[config.mk]
export PLATFORM = sky130hd
export DESIGN_NAME = nand_seq
export DESIGN_NICKNAME = d
export VERILOG_FILES = /design/src/rtl/nand_seq_pkg.sv /design/src/rtl/nand_bus_cycle.sv /design/src/rtl/nand_rb_wait.sv /design/src/rtl/nand_seq.sv
export SDC_FILE = /design/constraint.sdc
export NUM_CORES = 1
export LEC_CHECK = 0
export BUFFER_PORTS_ARGS = -buffer_cell sky130_fd_sc_hd__buf_2
export CAP_MARGIN = 5
export CORE_UTILIZATION = 55
export DETAILED_ROUTE_END_ITERATION = 6
export GPL_ROUTABILITY_DRIVEN = 0
export PLACE_DENSITY = 0.74
export SYNTH_ARGS = -nofsm -noshare
export SYNTH_HDL_FRONTEND = slang
export SYNTH_SLANG_ARGS = --single-unit
[constraint.sdc]
create_clock -name clk -period 3.6 [get_ports clk]
set_input_delay 0.72 -clock clk [delete_from_list [all_inputs] [get_ports clk]]
set_output_delay 0.72 -clock clk [all_outputs]
set_load 0.03 [all_outputs]
[src/rtl/nand_seq_pkg.sv]
package nand_seq_pkg;

    typedef enum logic [1:0] {
        OP_RESET  = 2'd0,
        OP_READID = 2'd1,
        OP_STATUS = 2'd2,
        OP_ERASE  = 2'd3
    } op_e;

    typedef enum logic [1:0] {
        BC_CMD,
        BC_ADDR,
        BC_READ,
        BC_GAP
    } bus_kind_e;

    typedef enum logic [3:0] {
        SQ_IDLE,
        SQ_CMD1,
        SQ_ADDR,
        SQ_CMD2,
        SQ_GAP,
        SQ_READ,
        SQ_RB,
        SQ_CEOFF,
        SQ_SCMD,
        SQ_SGAP,
        SQ_SREAD,
        SQ_FIN
    } seq_e;

    typedef struct packed {
        logic [31:0] id;
        logic [7:0]  stat;
        logic        ok;
        logic        tmo;
    } result_t;

    localparam logic [7:0] OPC_RESET  = 8'hFF;
    localparam logic [7:0] OPC_ID     = 8'h90;
    localparam logic [7:0] OPC_STATUS = 8'h70;
    localparam logic [7:0] OPC_ERS1   = 8'h60;
    localparam logic [7:0] OPC_ERS2   = 8'hD0;

    function automatic logic [7:0] first_cmd(input op_e o);
        case (o)
            OP_RESET:  return OPC_RESET;
            OP_READID: return OPC_ID;
            OP_STATUS: return OPC_STATUS;
            default:   return OPC_ERS1;
        endcase
    endfunction

    function automatic logic [7:0] row_byte(input logic [23:0] row, input logic [1:0] idx);
        case (idx)
            2'd0:    return row[7:0];
            2'd1:    return row[15:8];
            default: return row[23:16];
        endcase
    endfunction

endpackage

[src/rtl/nand_bus_cycle.sv]
module nand_bus_cycle
    import nand_seq_pkg::*;
#(
    parameter int WE_LO   = 2,
    parameter int WE_HI   = 2,
    parameter int RE_LO   = 2,
    parameter int RE_HI   = 2,
    parameter int GAP_CLK = 4
) (
    input  logic      clk,
    input  logic      rst,
    input  logic      go,
    input  bus_kind_e kind,
    input  logic [7:0] wbyte,
    input  logic [7:0] io_in,
    output logic      ack,
    output logic [7:0] rbyte,
    output logic      we_n,
    output logic      re_n,
    output logic      cle,
    output logic      ale,
    output logic      io_oe,
    output logic [7:0] io_out
);
    localparam int M1   = (WE_LO > WE_HI) ? WE_LO : WE_HI;
    localparam int M2   = (RE_LO > RE_HI) ? RE_LO : RE_HI;
    localparam int M3   = (M1 > M2) ? M1 : M2;
    localparam int MAXL = (M3 > GAP_CLK) ? M3 : GAP_CLK;
    localparam int CW   = $clog2(MAXL + 1);

    typedef enum logic [1:0] {PH_IDLE, PH_LO, PH_HI} phase_e;

    phase_e      ph;
    bus_kind_e   kind_q;
    logic [7:0]  byte_q;
    logic [CW-1:0] cnt;

    function automatic int lo_len(input bus_kind_e k);
        case (k)
            BC_CMD, BC_ADDR: return WE_LO;
            BC_READ:         return RE_LO;
            default:         return GAP_CLK;
        endcase
    endfunction

    function automatic int hi_len(input bus_kind_e k);
        case (k)
            BC_CMD, BC_ADDR: return WE_HI;
            BC_READ:         return RE_HI;
            default:         return 1;
        endcase
    endfunction

    always_ff @(posedge clk) begin
        if (rst) begin
            ph     <= PH_IDLE;
            kind_q <= BC_GAP;
            byte_q <= '0;
            cnt    <= '0;
            ack    <= 1'b0;
            rbyte  <= '0;
        end else begin
            ack <= 1'b0;
            case (ph)
                PH_IDLE: if (go) begin
                    ph     <= PH_LO;
                    kind_q <= kind;
                    byte_q <= wbyte;
                    cnt    <= CW'(lo_len(kind) - 1);
                end
                PH_LO: if (cnt == '0) begin
                    ph  <= PH_HI;
                    cnt <= CW'(hi_len(kind_q) - 1);
                    if (kind_q == BC_READ) rbyte <= io_in;
                end else begin
                    cnt <= cnt - 1'b1;
                end
                default: if (cnt == '0) begin
                    ph  <= PH_IDLE;
                    ack <= 1'b1;
                end else begin
                    cnt <= cnt - 1'b1;
                end
            endcase
        end
    end

    logic active, is_wr;
    assign active = (ph != PH_IDLE);
    assign is_wr  = (kind_q == BC_CMD) || (kind_q == BC_ADDR);
    assign we_n   = !((ph == PH_LO) && is_wr);
    assign re_n   = !((ph == PH_LO) && (kind_q == BC_READ));
    assign cle    = active && (kind_q == BC_CMD);
    assign ale    = active && (kind_q == BC_ADDR);
    assign io_oe  = active && is_wr;
    assign io_out = io_oe ? byte_q : 8'h00;

endmodule

[src/rtl/nand_rb_wait.sv]
module nand_rb_wait #(
    parameter int T_WB   = 5,
    parameter int RB_MAX = 200000
) (
    input  logic clk,
    input  logic rst,
    input  logic go,
    input  logic rb_n,
    output logic ack,
    output logic tmo
);
    localparam int BIG = (T_WB > RB_MAX) ? T_WB : RB_MAX;
    localparam int TW  = $clog2(BIG + 1);

    typedef enum logic [1:0] {WT_IDLE, WT_HOLD, WT_POLL} wphase_e;

    wphase_e       ph;
    logic [TW-1:0] cnt;
    logic          rb_meta, rb_sync;

    always_ff @(posedge clk) begin
        if (rst) begin
            rb_meta <= 1'b1;
            rb_sync <= 1'b1;
        end else begin
            rb_meta <= rb_n;
            rb_sync <= rb_meta;
        end
    end

    always_ff @(posedge clk) begin
        if (rst) begin
            ph  <= WT_IDLE;
            cnt <= '0;
            ack <= 1'b0;
            tmo <= 1'b0;
        end else begin
            ack <= 1'b0;
            case (ph)
                WT_IDLE: if (go) begin
                    ph  <= WT_HOLD;
                    cnt <= TW'(T_WB - 1);
                    tmo <= 1'b0;
                end
                WT_HOLD: if (cnt == '0) begin
                    ph <= WT_POLL;
                end else begin
                    cnt <= cnt - 1'b1;
                end
                default: if (rb_sync) begin
                    ph  <= WT_IDLE;
                    ack <= 1'b1;
                end else if (cnt == TW'(RB_MAX - 1)) begin
                    ph  <= WT_IDLE;
                    ack <= 1'b1;
                    tmo <= 1'b1;
                end else begin
                    cnt <= cnt + 1'b1;
                end
            endcase
        end
    end

endmodule

[src/rtl/nand_seq.sv]
module nand_seq
    import nand_seq_pkg::*;
#(
    parameter int          BLK_W     = 13,
    parameter int          PAGE_BITS = 5,
    parameter int          WE_LO     = 2,
    parameter int          WE_HI     = 2,
    parameter int          RE_LO     = 2,
    parameter int          RE_HI     = 2,
    parameter int          T_GAP     = 4,
    parameter int          T_WB      = 5,
    parameter int          RB_MAX    = 200000,
    parameter logic [15:0] ID_EXPECT = 16'hEC76,
    parameter logic [7:0]  STAT_OK   = 8'hC0
) (
    input  logic             clk,
    input  logic             rst,
    input  logic             start,
    input  logic [1:0]       op,
    input  logic [BLK_W-1:0] blk,
    output logic             done,
    output logic             ok,
    output logic             timeout_err,
    output logic [31:0]      id_word,
    output logic [7:0]       stat_byte,
    output logic             nand_ce_n,
    output logic             nand_cle,
    output logic             nand_ale,
    output logic             nand_we_n,
    output logic             nand_re_n,
    input  logic             nand_rb_n,
    input  logic [7:0]       nand_io_in,
    output logic [7:0]       nand_io_out,
    output logic             nand_io_oe
);
    seq_e             st;
    op_e              op_q;
    logic [BLK_W-1:0] blk_q;
    logic [1:0]       idx;
    logic             launched;
    logic             done_q;
    result_t          res;

    logic      bus_go, bus_ack, rb_go, rb_ack, rb_tmo, is_bus, ok_calc;
    bus_kind_e bus_kind;
    logic [7:0] bus_byte, rbyte;
    logic [23:0] row;

    assign row = 24'(blk_q) << PAGE_BITS;

    always_comb begin
        is_bus = 1'b1;
        case (st)
            SQ_IDLE, SQ_RB, SQ_FIN: is_bus = 1'b0;
            default:                is_bus = 1'b1;
        endcase
    end

    always_comb begin
        bus_kind = BC_GAP;
        bus_byte = 8'h00;
        case (st)
            SQ_CMD1:  begin bus_kind = BC_CMD;  bus_byte = first_cmd(op_q); end
            SQ_ADDR:  begin
                bus_kind = BC_ADDR;
                bus_byte = (op_q == OP_ERASE) ? row_byte(row, idx) : 8'h00;
            end
            SQ_CMD2:  begin bus_kind = BC_CMD;  bus_byte = OPC_ERS2;   end
            SQ_SCMD:  begin bus_kind = BC_CMD;  bus_byte = OPC_STATUS; end
            SQ_READ, SQ_SREAD: bus_kind = BC_READ;
            default:  bus_kind = BC_GAP;
        endcase
    end

    assign bus_go = is_bus && !launched;
    assign rb_go  = (st == SQ_RB) && !launched;

    always_comb begin
        case (op_q)
            OP_RESET:  ok_calc = (res.stat == STAT_OK) && !res.tmo;
            OP_READID: ok_calc = (res.id[31:16] == ID_EXPECT);
            OP_STATUS: ok_calc = !res.stat[0];
            default:   ok_calc = !res.stat[0] && !res.tmo;
        endcase
    end

    always_ff @(posedge clk) begin
        if (rst) begin
            st       <= SQ_IDLE;
            op_q     <= OP_RESET;
            blk_q    <= '0;
            idx      <= '0;
            launched <= 1'b0;
            done_q   <= 1'b0;
            res      <= '0;
        end else begin
            done_q <= 1'b0;
            if (st == SQ_IDLE) begin
                if (start) begin
                    op_q     <= op_e'(op);
                    blk_q    <= blk;
                    idx      <= '0;
                    launched <= 1'b0;
                    res.tmo  <= 1'b0;
                    st       <= (op_e'(op) == OP_STATUS) ? SQ_SCMD : SQ_CMD1;
                end
            end else if (st == SQ_FIN) begin
                res.ok <= ok_calc;
                done_q <= 1'b1;
                st     <= SQ_IDLE;
            end else if (st == SQ_RB) begin
                if (!launched) begin
                    launched <= 1'b1;
                end else if (rb_ack) begin
                    launched <= 1'b0;
                    if (rb_tmo) begin
                        res.tmo <= 1'b1;
                        st      <= SQ_FIN;
                    end else begin
                        st <= SQ_CEOFF;
                    end
                end
            end else if (!launched) begin
                launched <= 1'b1;
            end else if (bus_ack) begin
                launched <= 1'b0;
                case (st)
                    SQ_CMD1: case (op_q)
                        OP_RESET:  st <= SQ_RB;
                        OP_STATUS: st <= SQ_FIN;
                        default:   st <= SQ_ADDR;
                    endcase
                    SQ_ADDR: begin
                        if (op_q == OP_READID) begin
                            st <= SQ_GAP;
                        end else if (idx == 2'd2) begin
                            idx <= '0;
                            st  <= SQ_CMD2;
                        end else begin
                            idx <= idx + 1'b1;
                        end
                    end
                    SQ_CMD2:  st <= SQ_RB;
                    SQ_GAP:   st <= SQ_READ;
                    SQ_READ: begin
                        res.id <= {res.id[23:0], rbyte};
                        if (idx == 2'd3) begin
                            idx <= '0;
                            st  <= SQ_FIN;
                        end else begin
                            idx <= idx + 1'b1;
                        end
                    end
                    SQ_CEOFF: st <= SQ_SCMD;
                    SQ_SCMD:  st <= SQ_SGAP;
                    SQ_SGAP:  st <= SQ_SREAD;
                    SQ_SREAD: begin
                        res.stat <= rbyte;
                        st       <= SQ_FIN;
                    end
                    default:  st <= SQ_IDLE;
                endcase
            end
        end
    end

    nand_bus_cycle #(
        .WE_LO(WE_LO), .WE_HI(WE_HI), .RE_LO(RE_LO), .RE_HI(RE_HI), .GAP_CLK(T_GAP)
    ) u_bus (
        .clk(clk), .rst(rst), .go(bus_go), .kind(bus_kind), .wbyte(bus_byte),
        .io_in(nand_io_in), .ack(bus_ack), .rbyte(rbyte),
        .we_n(nand_we_n), .re_n(nand_re_n), .cle(nand_cle), .ale(nand_ale),
        .io_oe(nand_io_oe), .io_out(nand_io_out)
    );

    nand_rb_wait #(.T_WB(T_WB), .RB_MAX(RB_MAX)) u_rb (
        .clk(clk), .rst(rst), .go(rb_go), .rb_n(nand_rb_n), .ack(rb_ack), .tmo(rb_tmo)
    );

    assign nand_ce_n   = (st == SQ_IDLE) || (st == SQ_CEOFF) || (st == SQ_FIN);
    assign done        = done_q;
    assign ok          = res.ok;
    assign timeout_err = res.tmo;
    assign id_word     = res.id;
    assign stat_byte   = res.stat;

endmodule

==> impl_metrics.json <==
{
  "status": "finished clean",
  "crit_arrival_ns": 2.16,
  "drt-vias-per-instance": 5.89,
  "antennaDiodeCount": 0,
  "fp.dieW_um": 106,
  "ys_seq_elements": 113,
  "syn_avg_cell_area_um2": 7.81,
  "hold_viol_final": 0,
  "endpoint_kind": "output port",
  "die_h_um": 106,
  "synth_commonest_cells": "nand2_1, dfxtp_1, a21oi_1",
  "area_growth_pct": 16.8,
  "worst_slew_pin_slew_ns": 0.878,
  "min_from": "nand_rb_n",
  "drc": 0,
  "critPathKind": "reg2out",
  "fin_nets": 855,
  "critPathLaunchType": "flop",
  "grt_pass1_vias": 5235,
  "wl_mm": 14.8,
  "ys_types": 67,
  "dp_hpwl_mm": 10.1,
  "vias": 5669,
  "synthArstFlopShare": 0,
  "netlist.area_leader.share": 0.382,
  "crit_start": "st[3]$_SDFFE_PP0P_",
  "ios": 84,
  "min_to": "u_rb.rb_meta$_SDFF_PP1_",
  "clk_pin_slew_ns": 0.06,
  "worst_slack_ns": 0.715,
  "grt_start_max_net_pins": 81,
  "synth_most_common_cell": "nand2_1",
  "synthCells": 757,
  "r2r-end": "u_rb.cnt[17]$_SDFFE_PP0P_",
  "netlist_top_cells_area": "dfxtp_1, nand2_1, a21oi_1, mux2i_1, nor2_1",
  "antenna_found_initial": 0,
  "ctsResizeCount": 0,
  "synth.net_count": 798,
  "synth_top_cell_by_area": "dfxtp_1",
  "port_buffers": 83,
  "irDropWorstVdd_uv": 349,
  "setup_viol": 0,
  "r2r_start": "u_rb.ph[1]$_SDFFE_PP0P_",
  "reg2regPathDepth": 8,
  "preCtsSetupSlack_ns": 1.02,
  "cts_buffers": 17,
  "clk_latency_ns": 0.53,
  "final-max-slew-violation-count": 0,
  "cap_violations": 0,
  "final.setup.tns_ns": 0,
  "ys_warn_count": 0,
  "n_fill_cell": 882,
  "hold_ws_ns": 0.391,
  "reg2reg_slack_ns": 0.99,
  "dieArea_um2": 11200,
  "netlist_area_um2": 5910,
  "min_period_ns": 2.88,
  "cts_tree": "done",
  "max_freq_ghz": 0.347,
  "clock_skew_ns": 0.00586,
  "dr.first_iter.drc_count": 409,
  "drive_gt1_frac": 0.178,
  "rows": 37,
  "rsz0062_at_grt": "false",
  "relSlewSlack": 0.412,
  "firstDrtPassIters": 6,
  "post_cts_buffers": 0,
  "hold_buffers": 0,
  "max-clock-path-buffers": 2,
  "yosysSeqAreaShare": 0.382,
  "finalPower_mw": 4.02,
  "grt.overflow.total": 0,
  "hold-path-cell-count": 2,
  "fin_crit_sh": 0.801,
  "grt_first_pass_wirelength_mm": 24.6,
  "cts_root_buf": "clkbuf_8",
  "cts.sinks": 113,
  "htreeDepth": 4,
  "p_leak_nw": 2.75,
  "critPathRequiredTime_ns": 2.88,
  "worst_hold_path_type": "in2reg",
  "synth_ff_type": "dfxtp_1",
  "ant_nets": 0,
  "wl_per_cell_um": 15.4,
  "cp_max_fo": 24,
  "initial_core_util": 0.570,
  "power_density_nw_per_um2": 582,
  "synth-edff-count": 0,
  "grtUsageTotal": 0.277,
  "core_um2": 10400
}
## worst max path at each step
stage | slack, ns | endpoint | cells past startpoint
floorplan | 1.00 | u_rb.cnt[8]$_SDFFE_PP0P_ | 12
global placement | 1.14 | u_rb.cnt[14]$_SDFFE_PP0P_ | 6
detailed placement | 1.02 | u_rb.cnt[17]$_SDFFE_PP0P_ | 8
CTS | 0.72 | nand_ce_n | 4
global route | 0.58 | nand_ce_n | 4
finish | 0.72 | nand_ce_n | 4
## layout make-up
class | count | area (um2) | share of cell area
tap | 136 | 170 | 0.0246
clock inverter | 9 | 106 | 0.0154
sequential | 113 | 2260 | 0.328
clock buffer | 23 | 467 | 0.0676
multi-input combinational | 574 | 3360 | 0.486
inverter | 16 | 60.1 | 0.00870
timing repair buffer | 92 | 485 | 0.0703
## layout by cell type, fill, tap and decap left out, drive strengths merged, types with 4 or more instances in the layout
| master | synthesis | layout |
|---|---|---|
| a211o | 4 | 4 |
| a31oi | 7 | 7 |
| and2 | 14 | 14 |
| a211oi | 10 | 10 |
| mux2i | 28 | 28 |
| nand4b | 4 | 4 |
| nand2b | 10 | 10 |
| o211ai | 9 | 9 |
| nor2 | 73 | 73 |
| or2 | 8 | 8 |
| o32ai | 4 | 4 |
| nand2 | 136 | 136 |
| or4 | 4 | 4 |
| buf | 14 | 92 |
| clkinv | 0 | 4 |
| nor3 | 20 | 20 |
| nand4 | 7 | 7 |
| inv | 16 | 16 |
| a21oi | 88 | 88 |
| nor3b | 9 | 9 |
| clkbuf | 40 | 23 |
| nor4b | 4 | 4 |
| a22oi | 13 | 13 |
| o21ai | 25 | 25 |
| nand3b | 6 | 6 |
| or3 | 8 | 8 |
| nor4 | 8 | 8 |
| dfxtp | 113 | 113 |
| nand3 | 18 | 18 |
| ha | 14 | 14 |
## metal layers
metal / track usage / routed length (um) / vias up
met2: 0.437 / 6980 / 237
met5: 0 / 0 / -
met3: 0.0940 / 1110 / 28
li1: - / - / 2795
met4: 0.0952 / 212 / 0
met1: 0.351 / 6540 / 2609
## power breakdown
part	switching (mW)	total, mW	leakage, nW	internal, mW
registers	0.118	1.47	0.914	1.35
logic	0.580	0.928	1.56	0.348
clock network	0.584	1.62	0.274	1.04
total	1.28	4.02	2.75	2.74
## flip-flops by register name (all words and copies together), names as in the netlist, 2 cells and up
signal and flops:
u_bus.byte_q 8, blk_q 13, u_bus.cnt 3, op_q 2, u_bus.ph 2, u_bus.rbyte 8, u_bus.kind_q 2, id_word 32
u_rb.cnt 18, stat_byte 8, st 4, idx 2, u_rb.ph 2
## stage by stage
| step | util | cell area [um2] | std cells |
|---|---|---|---|
| after CTS | 0.666 | 6910 | 963 |
| final | 0.666 | 6910 | 963 |
| after detailed placement | 0.611 | 6330 | 931 |
| after floorplan | - | 5910 | 757 |
| after global placement | 0.611 | 6330 | 931 |
| after global routing | 0.666 | 6910 | 963 |
## logic make-up after synthesis
family	synth area share
AND/OR/NAND/NOR	0.286
AO/OA/AOI/OAI	0.196
flip-flops	0.382
buffers and inverters	0.0516
multiplexers	0.0493
adder cells (fa/ha/maj)	0.0296
XOR/XNOR	0.00444
## critical path, cell delays in order (launching register included)
cell and delay [ns]:
dfxtp_1 0.80, nor2b_1 0.30, nor2_1 0.06, o21ai_0 0.22, buf_2 0.25
No activity file was read; power rests on OpenSTA's default activity.
